<file path="config.mk">
export PLATFORM = sky130hd
export DESIGN_NAME = uart_frame_rx
export DESIGN_NICKNAME = d
export VERILOG_FILES = /design/src/rtl/uart_rx_pkg.sv /design/src/rtl/rx_line_sync.sv /design/src/rtl/rx_deframer.sv /design/src/rtl/rx_char_fifo.sv /design/src/rtl/uart_frame_rx.sv
export SDC_FILE = /design/constraint.sdc
export NUM_CORES = 1
export LEC_CHECK = 0
export BUFFER_PORTS_ARGS = -buffer_cell sky130_fd_sc_hd__buf_2
export CORE_MARGIN = 2
export CORE_UTILIZATION = 64
export CTS_CLUSTER_DIAMETER = 40
export DETAILED_ROUTE_END_ITERATION = 7
export PLACE_DENSITY = 0.8
export SYNTH_ARGS = -nofsm -noshare
export SYNTH_HDL_FRONTEND = slang
export SYNTH_SLANG_ARGS = --single-unit
export TNS_END_PERCENT = 50
</file>
<file path="constraint.sdc">
create_clock -name clk -period 3.75 [get_ports clk]
set_input_delay 0.375 -clock clk [delete_from_list [all_inputs] [get_ports clk]]
set_output_delay 0.375 -clock clk [all_outputs]
set_load 0.01 [all_outputs]
</file>
<file path="src/rtl/uart_rx_pkg.sv">
package uart_rx_pkg;

    localparam int CHAR_W = 8;

    typedef enum logic [2:0] {
        RX_IDLE,
        RX_START,
        RX_DATA,
        RX_PAR,
        RX_STOP
    } rx_state_e;

    typedef struct packed {
        logic              perr;
        logic              ferr;
        logic [CHAR_W-1:0] data;
    } rx_char_t;

    // XOR of the data bits, inverted for odd sense
    function automatic logic want_parity(input logic [CHAR_W-1:0] d, input logic odd);
        return (^d) ^ odd;
    endfunction

    // Bits shift in at the top; a short character sits one place too high
    function automatic logic [CHAR_W-1:0] align_char(input logic [CHAR_W-1:0] sh,
                                                     input logic short_mode);
        return short_mode ? {1'b0, sh[CHAR_W-1:1]} : sh;
    endfunction

endpackage

</file>
<file path="src/rtl/rx_line_sync.sv">
module rx_line_sync #(
    parameter int STAGES = 2
) (
    input  logic clk,
    input  logic rst,
    input  logic line_in,
    output logic line_out
);
    logic [STAGES-1:0] chain;

    always_ff @(posedge clk) begin
        if (rst) chain <= '1;
        else     chain <= {chain[STAGES-2:0], line_in};
    end

    assign line_out = chain[STAGES-1];
endmodule

</file>
<file path="src/rtl/rx_deframer.sv">
module rx_deframer
    import uart_rx_pkg::*;
#(
    parameter int OVERSAMPLE = 16
) (
    input  logic     clk,
    input  logic     rst,
    input  logic     tick,
    input  logic     line,
    input  logic     seven,
    input  logic     par_en,
    input  logic     par_odd,
    output logic     push,
    output rx_char_t char_out
);
    localparam int CW = $clog2(OVERSAMPLE);
    localparam int BW = $clog2(CHAR_W);
    localparam logic [CW-1:0] CNT_LAST = CW'(OVERSAMPLE - 1);
    localparam logic [CW-1:0] CNT_MID  = CW'(OVERSAMPLE / 2 - 1);

    rx_state_e         state;
    logic [CW-1:0]     cnt;
    logic [BW-1:0]     bit_idx;
    logic [CHAR_W-1:0] shreg;
    logic              par_bit;
    logic              prev_hi;
    logic [BW-1:0]     last_idx;
    logic              at_centre;
    logic [CHAR_W-1:0] word;

    assign last_idx  = seven ? BW'(CHAR_W - 2) : BW'(CHAR_W - 1);
    assign at_centre = tick && (cnt == CNT_LAST);

    always_ff @(posedge clk) begin
        if (rst) begin
            state   <= RX_IDLE;
            cnt     <= '0;
            bit_idx <= '0;
            shreg   <= '0;
            par_bit <= 1'b0;
            prev_hi <= 1'b1;
        end else begin
            if (tick) prev_hi <= line;
            unique case (state)
                RX_IDLE: begin
                    if (tick && prev_hi && !line) begin
                        state   <= RX_START;
                        cnt     <= '0;
                        bit_idx <= '0;
                        shreg   <= '0;
                    end
                end
                RX_START: begin
                    if (tick) begin
                        if (cnt == CNT_MID) begin
                            cnt   <= '0;
                            state <= line ? RX_IDLE : RX_DATA;
                        end else begin
                            cnt <= cnt + 1'b1;
                        end
                    end
                end
                RX_DATA: begin
                    if (at_centre) begin
                        cnt   <= '0;
                        shreg <= {line, shreg[CHAR_W-1:1]};
                        if (bit_idx == last_idx) begin
                            bit_idx <= '0;
                            state   <= par_en ? RX_PAR : RX_STOP;
                        end else begin
                            bit_idx <= bit_idx + 1'b1;
                        end
                    end else if (tick) begin
                        cnt <= cnt + 1'b1;
                    end
                end
                RX_PAR: begin
                    if (at_centre) begin
                        cnt     <= '0;
                        par_bit <= line;
                        state   <= RX_STOP;
                    end else if (tick) begin
                        cnt <= cnt + 1'b1;
                    end
                end
                RX_STOP: begin
                    if (at_centre) begin
                        cnt   <= '0;
                        state <= RX_IDLE;
                    end else if (tick) begin
                        cnt <= cnt + 1'b1;
                    end
                end
                default: state <= RX_IDLE;
            endcase
        end
    end

    assign word          = align_char(shreg, seven);
    assign push          = (state == RX_STOP) && at_centre;
    assign char_out.data = word;
    assign char_out.perr = par_en && (par_bit != want_parity(word, par_odd));
    assign char_out.ferr = !line;

    // a high line seen in idle never leaves idle
    a_r7_idle_on_high: assert property (@(posedge clk) disable iff (rst)
        (state == RX_IDLE && line) |=> (state == RX_IDLE));

    // after a stored character the receiver is hunting for a start edge again
    a_r8_back_to_idle: assert property (@(posedge clk) disable iff (rst)
        push |=> (state == RX_IDLE));

    // the bit counter never runs past the widest character
    a_r3_bit_range: assert property (@(posedge clk) disable iff (rst)
        (state == RX_DATA) |-> (bit_idx <= last_idx));
endmodule

</file>
<file path="src/rtl/rx_char_fifo.sv">
module rx_char_fifo
    import uart_rx_pkg::*;
#(
    parameter int DEPTH = 4
) (
    input  logic                       clk,
    input  logic                       rst,
    input  logic                       wr_en,
    input  rx_char_t                   wr_char,
    input  logic                       rd_en,
    output rx_char_t                   head,
    output logic [$clog2(DEPTH+1)-1:0] level,
    output logic                       empty,
    output logic                       full
);
    localparam int PW = (DEPTH > 1) ? $clog2(DEPTH) : 1;
    localparam int LW = $clog2(DEPTH + 1);
    localparam logic [PW-1:0] PTR_LAST = PW'(DEPTH - 1);

    rx_char_t          mem [DEPTH];
    logic [PW-1:0]     wptr, rptr;
    logic [LW-1:0]     count;
    logic              do_wr, do_rd;

    assign do_rd = rd_en && (count != '0);
    assign do_wr = wr_en && ((count != LW'(DEPTH)) || do_rd);

    always_ff @(posedge clk) begin
        if (do_wr) mem[wptr] <= wr_char;
    end

    always_ff @(posedge clk) begin
        if (rst) begin
            wptr  <= '0;
            rptr  <= '0;
            count <= '0;
        end else begin
            if (do_wr) wptr <= (wptr == PTR_LAST) ? '0 : wptr + 1'b1;
            if (do_rd) rptr <= (rptr == PTR_LAST) ? '0 : rptr + 1'b1;
            case ({do_wr, do_rd})
                2'b10:   count <= count + 1'b1;
                2'b01:   count <= count - 1'b1;
                default: count <= count;
            endcase
        end
    end

    assign head  = mem[rptr];
    assign level = count;
    assign empty = (count == '0);
    assign full  = (count == LW'(DEPTH));

    // occupancy never exceeds the depth
    a_r9_no_overflow: assert property (@(posedge clk) disable iff (rst)
        count <= LW'(DEPTH));

    // an empty store with no write stays empty whatever the pop does
    a_r9_empty_pop: assert property (@(posedge clk) disable iff (rst)
        (count == '0 && !wr_en) |=> (count == '0));
endmodule

</file>
<file path="src/rtl/uart_frame_rx.sv">
module uart_frame_rx
    import uart_rx_pkg::*;
#(
    parameter int OVERSAMPLE  = 16,
    parameter int FIFO_DEPTH  = 4,
    parameter int SYNC_STAGES = 2
) (
    input  logic                            clk,
    input  logic                            rst,
    input  logic                            os_tick,
    input  logic                            rxd,
    input  logic                            cfg_seven_bit,
    input  logic                            cfg_parity_en,
    input  logic                            cfg_parity_odd,
    input  logic                            rd_pop,
    input  logic                            ovr_clear,
    output logic                            rd_valid,
    output logic [CHAR_W-1:0]               rd_data,
    output logic                            rd_parity_err,
    output logic                            rd_frame_err,
    output logic [$clog2(FIFO_DEPTH+1)-1:0] rx_level,
    output logic                            rx_full,
    output logic                            rx_overrun
);
    logic     line_s;
    logic     push;
    rx_char_t new_char;
    rx_char_t head;
    logic     empty;
    logic     drop;

    rx_line_sync #(.STAGES(SYNC_STAGES)) u_sync (
        .clk      (clk),
        .rst      (rst),
        .line_in  (rxd),
        .line_out (line_s)
    );

    rx_deframer #(.OVERSAMPLE(OVERSAMPLE)) u_deframe (
        .clk      (clk),
        .rst      (rst),
        .tick     (os_tick),
        .line     (line_s),
        .seven    (cfg_seven_bit),
        .par_en   (cfg_parity_en),
        .par_odd  (cfg_parity_odd),
        .push     (push),
        .char_out (new_char)
    );

    rx_char_fifo #(.DEPTH(FIFO_DEPTH)) u_store (
        .clk     (clk),
        .rst     (rst),
        .wr_en   (push),
        .wr_char (new_char),
        .rd_en   (rd_pop),
        .head    (head),
        .level   (rx_level),
        .empty   (empty),
        .full    (rx_full)
    );

    assign drop = push && rx_full && !rd_pop;

    always_ff @(posedge clk) begin
        if (rst)            rx_overrun <= 1'b0;
        else if (drop)      rx_overrun <= 1'b1;
        else if (ovr_clear) rx_overrun <= 1'b0;
    end

    assign rd_valid      = !empty;
    assign rd_data       = head.data;
    assign rd_parity_err = head.perr;
    assign rd_frame_err  = head.ferr;

    // the overrun flag holds until cleared
    a_r10_overrun_sticky: assert property (@(posedge clk) disable iff (rst)
        (rx_overrun && !ovr_clear) |=> rx_overrun);

    // a character arriving at a full store without a pop raises overrun
    a_r10_drop_sets: assert property (@(posedge clk) disable iff (rst)
        (push && rx_full && !rd_pop) |=> rx_overrun);
endmodule

</file>
==> results.md, run 1 <==
* Worst-path clk slew at 0.07 ns
* Avg WL per Cell at 14.89 microns
* Share of layout cells above drive strength 1 at 22.30%
* Initial antenna violation count at 0
* Most common library cells after synthesis: edfxtp_1, dfxtp_1, nor2_1
* Top sig layer: met4
* Met2 Wirelength at 2590 microns
* WL met1 at 2287 microns
* Worst-path cell chain: ha_1 > and4_1 > a31oi_1 > inv_1 > fa_1 > inv_1 > a311oi_1 > a31oi_1 > xor2_1 > nor2_1
* Routed vias at 1964
* ANT cells at 0
* Final setup viols at 0
* Setup ws final at 1.492 ns
* # resized after CTS at 0
* Mean post-synth cell area at 12.72 sq um
* Mapped Area at 3192 sq um
* Worst-skew pair later-pin latency at 0.34 ns
* Antenna-violating nets left at 0
* Hold Path Class: in2reg
* Yosys Warn Count at 0
* Effective utilization at floorplan at 67.13%
* Yosys top cell by area: edfxtp_1
* Final hold violation count at 0
* Iter 0 DRT Violations at 99
* Yosys top cell area share at 37.63%
* # IOs at 25
* Vias in the first global route at 1762
* RSZ-0062 raised after global routing: false
* Die X-Extent at 74.62 microns
* Crit path required time at 3.97 ns
* Routability-driven placement congestion ratio at 0.8612
* Mapped Cells at 251
* Clock skew at 0.008023 ns
* Tmin final at 2.258 ns
* WS Path Type: reg2reg
* Worst Path Max Fanout at 10
* Final Net Count at 290
* Tcrit/Tclk final at 60.22%
* Total wire length at 5138 microns
* Primary FF master, synth: edfxtp_1
* VDD IR max at 0.3183 mV
* Top cells by area, synth: edfxtp_1, dfxtp_1, mux4_2
* # clock sinks at 72
* DP Worst Slack at 1.481 ns
* CTS H-Tree Depth at 3
* Setup crit start kind: flip-flop
* Met3 WL at 191 microns
* Asr flop ratio synth at 0%
* GRT Total Usage at 20.40%
* Max-slew headroom at 44.04%
* CP max stage cell: fa_1
* DR vias/cell at 5.693
* Fillers at 323
* Die Ht at 74.62 microns
* Root Buffer: clkbuf_8
* Number of synthesized flops with an enable pin at 40
* Cts hold-fix bufs at 0
* # Max-Cap Violations at 0
* First-pass GRT wire length at 8300 microns
* Status: complete, no violations
* Largest net degree at the start of global routing at 29
* GRT overflow at 0
* Transition time of the tightest slew-check pin at 0.8322 ns
* Slew Limit Fails at 0
* Post-synth net total at 268
* Max incr delay on CP at 0.35 ns
* Core Area at 4755 sq um
* Full die area at 5568 sq um
* Post-Route Setup TNS at 0 ns
* Most common cell in the netlist: edfxtp_1
* Cell Pwr Density at 539.6 nW/um^2
* DRC at 0
* Min Hold Slack at 0.2136 ns
* # rows at 25
* # Post-CTS Setup Buffers at 0
* Register area share after synthesis at 57.70%
* IO Port Bufs at 24
* Iteration count of the initial detailed-routing pass at 4
* Unique masters post-synth at 48
* #FFs+latches synth at 72
* DP Cell Count at 329
* CTS tree: yes
* Final Instance Count excl. Fillers at 345
* Total CTS buffers at 9
* Crit end category: flip-flop
* Fmax at 442.8 MHz
* Static Leak at 1.233 nW
* Synth-to-layout area growth at 10.58%
* WP data arrival at 2.47 ns
* DPL Wire Length at 3512 microns
* CTS max path bufs at 2
## sequential cells by signal, summed over array words and instances (netlist names), 2 cells and up, named ones only
signal             flops
u_deframe.cnt          4
u_store.level          3
u_deframe.state        3
u_store.mem           40
u_sync.chain           2
u_deframe.shreg        8
u_store.wptr           2
u_store.rptr           2
u_deframe.bit_idx      3
## cells by family after synthesis
kind of cell	share of synthesized area (%)
multiplexers	11.41
AO/OA/AOI/OAI	7.801
adder cells (fa/ha/maj)	3.371
XOR/XNOR	4.430
AND/OR/NAND/NOR	12.11
flip-flops	57.70
buffers and inverters	3.175
## report_power, final
group | switching [mW] | total [mW] | internal, mW
Sequential | 0.0846 | 0.949 | 0.865
Clock | 0.271 | 0.595 | 0.324
Combinational | 0.190 | 0.360 | 0.170
Total | 0.546 | 1.90 | 1.36
## worst max-delay path, delay by kind of cell (launching register included)
family          cells  cell delay, ns
fa+ha+maj           2            0.59
simple gates        2            0.37
xor+xnor            1            0.17
buf+inv             2            0.16
compound gates      3            0.52
flops               1            0.33
## path summary, 6_finish.rpt
path | from | to | slack [ns] | cells after the start
min reg2reg | u_sync.chain[0] | u_sync.chain[1] | 0.41 | 1
max | u_deframe.cnt[0] | u_store.level[2] | 1.49 | 10
max reg2reg | u_deframe.cnt[0] | u_store.level[2] | 1.49 | 10
min | rxd | u_sync.chain[0] | 0.21 | 2
## per-stage QoR
stage	instance area [sq um]	power [mW]	util (%)
2_1_floorplan	3192	1.236	-
3_3_place_gp	3332	1.315	70.08
3_5_place_dp	3332	1.322	70.08
4_1_cts	3530	1.920	74.24
5_1_grt	3530	1.992	74.24
6_report	3530	1.904	74.24
## per-layer routing
metal	global-route usage, %	vias to the layer above
met5	0	-
met4	9.127	0
met3	6.024	6
met2	31.66	39
met1	26.90	957
li1	-	962
## placed cells by master (no fill, tap or decap), types with 3 or more instances in the layout
master and count:
mux2_2 7, mux4_2 10, dfxtp_1 32, xnor2_1 9, nand2b_1 3, o21ai_0 6
a21oi_1 12, and2_1 5, inv_1 10, ha_1 7, nor2_1 25, nor2b_1 7
nand2_1 12, buf_2 24, clkbuf_8 10, nand3_1 3, mux2i_1 6, a22oi_1 8
edfxtp_1 40, or3_1 4
## area by class of cell
class | instances | area, sq um | area share, %
timing repair buffer | 24 | 120.1 | 3.403
multi-input combinational | 156 | 1249 | 35.38
clock buffer | 11 | 141.4 | 4.006
sequential | 72 | 1842 | 52.18
clock inverter | 5 | 56.30 | 1.595
inverter | 10 | 37.54 | 1.063
tap | 67 | 83.83 | 2.375
(Power assumes the default switching activity.)
==> run 2: changes to the inputs <==
--- a/config.mk
+++ b/config.mk
@@ -5,12 +5,13 @@
 export SDC_FILE = /design/constraint.sdc
 export NUM_CORES = 1
 export LEC_CHECK = 0
+export ABC_AREA = 1
 export BUFFER_PORTS_ARGS = -buffer_cell sky130_fd_sc_hd__buf_2
 export CORE_MARGIN = 2
-export CORE_UTILIZATION = 64
+export CORE_UTILIZATION = 54
 export CTS_CLUSTER_DIAMETER = 40
 export DETAILED_ROUTE_END_ITERATION = 7
-export PLACE_DENSITY = 0.8
+export PLACE_DENSITY = 0.72
 export SYNTH_ARGS = -nofsm -noshare
 export SYNTH_HDL_FRONTEND = slang
 export SYNTH_SLANG_ARGS = --single-unit
==> constraint.sdc (replaced) <==
create_clock -name clk -period 1.9 [get_ports clk]
set_input_delay 0.19 -clock clk [delete_from_list [all_inputs] [get_ports clk]]
set_output_delay 0.19 -clock clk [all_outputs]
set_load 0.01 [all_outputs]
==> results.md, run 2 <==
* Pwr Total at 4.721 mW
* Number of synthesized flops with an enable pin at 40
* Critical R2R Capture: u_store.level[2]
* Most common library cells after synthesis: nand2_1, nor2_1, edfxtp_1
* Clock skew at 0.007079 ns
* Final Instance Count excl. Fillers at 497
* Leading cell type in the layout, fill and taps excluded: nand2_1
* Initial antenna violation count at 0
* Vias in the first global route at 2397
* Worst setup endpoint: u_store.level[2]
* Psw at 1.767 mW
* Most common cell in the netlist: nand2_1
* Tcrit/Tclk final at 90.74%
* Asr flop ratio synth at 0%
* Final Net Count at 434
* Post-Route Setup TNS at 0 ns
* Cell Pwr Density at 1244 nW/um^2
* Met3 WL at 294 microns
* Post-synthesis mux area share at 0%
* Unique masters post-synth at 35
* Worst r2r src: u_deframe.cnt[0]
* #FFs+latches synth at 72
* Post-synthesis xor/xnor area fraction at 0.2605%
* Top sig layer: met4
* Mean post-synth cell area at 8.801 sq um
* Worst-skew pair later-pin latency at 0.33 ns
* Antenna-violating nets left at 0
* Worst-path clk slew at 0.07 ns
* Synth-to-layout area growth at 12.88%
* Combinational share of power at 35.3%
* CP max stage cell: fa_2
* Simple-gate share of the synthesized area at 22.48%
* CTS max path bufs at 2
* CTS H-Tree Depth at 3
* Share of layout cells above drive strength 1 at 20.62%
* Core Area at 5956 sq um
* Status: complete, no violations
* IO Port Bufs at 24
* # Post-CTS Setup Buffers at 0
* Slew Limit Fails at 0
* Routed vias at 2618
* Most frequent cells in the layout: nand2_1, nor2_1, edfxtp_1
* Crit path required time at 2.13 ns
* Int Power at 2.955 mW
* Mapped Cells at 382
* Max incr delay on CP at 0.35 ns
* Tmin final at 1.724 ns
* Fillers at 490
* GRT overflow at 0
* DP Cell Count at 481
* First-pass GRT wire length at 10440 microns
* WS Path Type: reg2reg
* Crit end category: flip-flop
* Sequential Power Share at 40.3%
* Iteration count of the initial detailed-routing pass at 4
* Worst Path Max Fanout at 3
* Cell depth of the worst flop-to-flop path at 12
* Most flop-heavy register: u_store.mem
* GRT Total Usage at 18.80%
* Fmax at 580.0 MHz
* Setup crit start kind: flip-flop
* DRC at 0
* Compound-gate portion of the synthesized area at 12.39%
* Yosys top cell by area: edfxtp_1
* WL met1 at 2721 microns
* DR vias/cell at 5.268
* Final hold violation count at 0
* Worst-path cell chain: ha_2 > nand2_1 > inv_2 > nand3_2 > nor2_4 > inv_2 > nand2_1 > fa_2 > inv_1 > nand4_1 > a21oi_1 > nor2_1
* Met2 Wirelength at 2993 microns
* Register area share after synthesis at 54.78%
* Static Leak at 1.572 nW
* Top cells by area, synth: edfxtp_1, dfxtp_1, nand2_1
* # IOs at 25
* Hold Path Class: in2reg
* # clock sinks at 72
* Avg WL per Cell at 12.27 microns
* ANT cells at 0
* Final setup viols at 0
* Largest family of logic cells by synthesized area: simple AND/OR/NAND/NOR gates
* Largest registers: u_store.mem x40, u_deframe.shreg x8, u_deframe.cnt x4
* Max-slew headroom at 65.01%
* WP data arrival at 1.95 ns
* Post-synth net total at 399
* VDD IR max at 0.7920 mV
* Primary FF master, synth: edfxtp_1
* Root Buffer: clkbuf_8
* RSZ-0062 raised after global routing: false
* Full die area at 6873 sq um
* DP Worst Slack at 0.04522 ns
* Iter 0 DRT Violations at 269
* # Max-Cap Violations at 0
* Transition time of the tightest slew-check pin at 0.5242 ns
* CTS tree: yes
* Yosys Warn Count at 0
* Effective utilization at floorplan at 56.45%
* Setup ws final at 0.1760 ns
* Total wire length at 6100 microns
* Yosys top cell area share at 35.73%
* Clock Power Share at 24.3%
* Min Hold Slack at 0.03356 ns
* Die X-Extent at 82.91 microns
* Crit path from: u_deframe.cnt[0]
* Routability-driven placement congestion ratio at 0.8885
* Max reg flops at 40
* # rows at 28
* DPL Wire Length at 4237 microns
* Adder-cell share of the synthesized area at 3.201%
* Mapped Area at 3362 sq um
* Sw Ratio at 37.42%
* Largest net degree at the start of global routing at 21
* Total CTS buffers at 9
* Cts hold-fix bufs at 0
* # resized after CTS at 0
* Reg2Reg Setup Slack at 0.18 ns
* Die Ht at 82.91 microns
-- run 2: final cells by class --
class,count,area (sq um),share of cell area [%]
Timing Repair Buffer,35,202.7,5.341
Inverter,46,172.7,4.550
Sequential cell,72,1846,48.63
Multi-Input combinational cell,253,1294,34.09
Clock buffer,10,127.6,3.363
Tap cell,75,93.84,2.473
Clock inverter,6,58.81,1.550
-- run 2: worst max-delay path: cells and delay by family (launching register included) --
| kind | cells | cell delay (ns) |
|---|---|---|
| compound gates | 1 | 0.16 |
| fa+ha+maj | 2 | 0.53 |
| buf+inv | 3 | 0.17 |
| flops | 1 | 0.33 |
| simple gates | 6 | 0.44 |
-- run 2: worst min path at each step --
stage | from | slack (ns) | endpoint | cells after the start
6_report | rxd | 0.03 | u_sync.chain[0] | 2
5_1_grt | rxd | 0.03 | u_sync.chain[0] | 2
4_1_cts | rxd | 0.03 | u_sync.chain[0] | 2
3_5_place_dp | rxd | 0.38 | u_sync.chain[0] | 2
3_3_place_gp | rxd | 0.38 | u_sync.chain[0] | 2
2_1_floorplan | rst | 0.26 | u_deframe.shreg[6] | 1
-- run 2: metrics by stage --
stage	utilization, %	area (sq um)
final	63.72	3795
after global routing	63.72	3795
after CTS	63.57	3786
after detailed placement	60.44	3600
after global placement	60.44	3600
after floorplan	-	3362
-- run 2: power groups by stage --
stage               logic (mW)  registers, mW  clock network, mW
finish                    1.67           1.90               1.15
global route              1.92           1.93               1.24
CTS                       1.67           1.90               1.17
detailed placement        1.66           1.93                  0
global placement          1.63           1.93                  0
floorplan                 1.27           1.90                  0
-- run 2: cells by family after synthesis --
kind of cell    count (synthesis)
xor+xnor                        1
fa+ha+maj                       8
compound gates                 77
flops                          72
buf+inv                        57
simple gates                  167
-- run 2: routing by layer --
| layer | GRT usage (%) | up-vias |
|---|---|---|
| met3 | 3.280 | 9 |
| met5 | 0 | - |
| li1 | - | 1349 |
| met4 | 7.452 | 0 |
| met2 | 31.60 | 57 |
| met1 | 24.23 | 1203 |
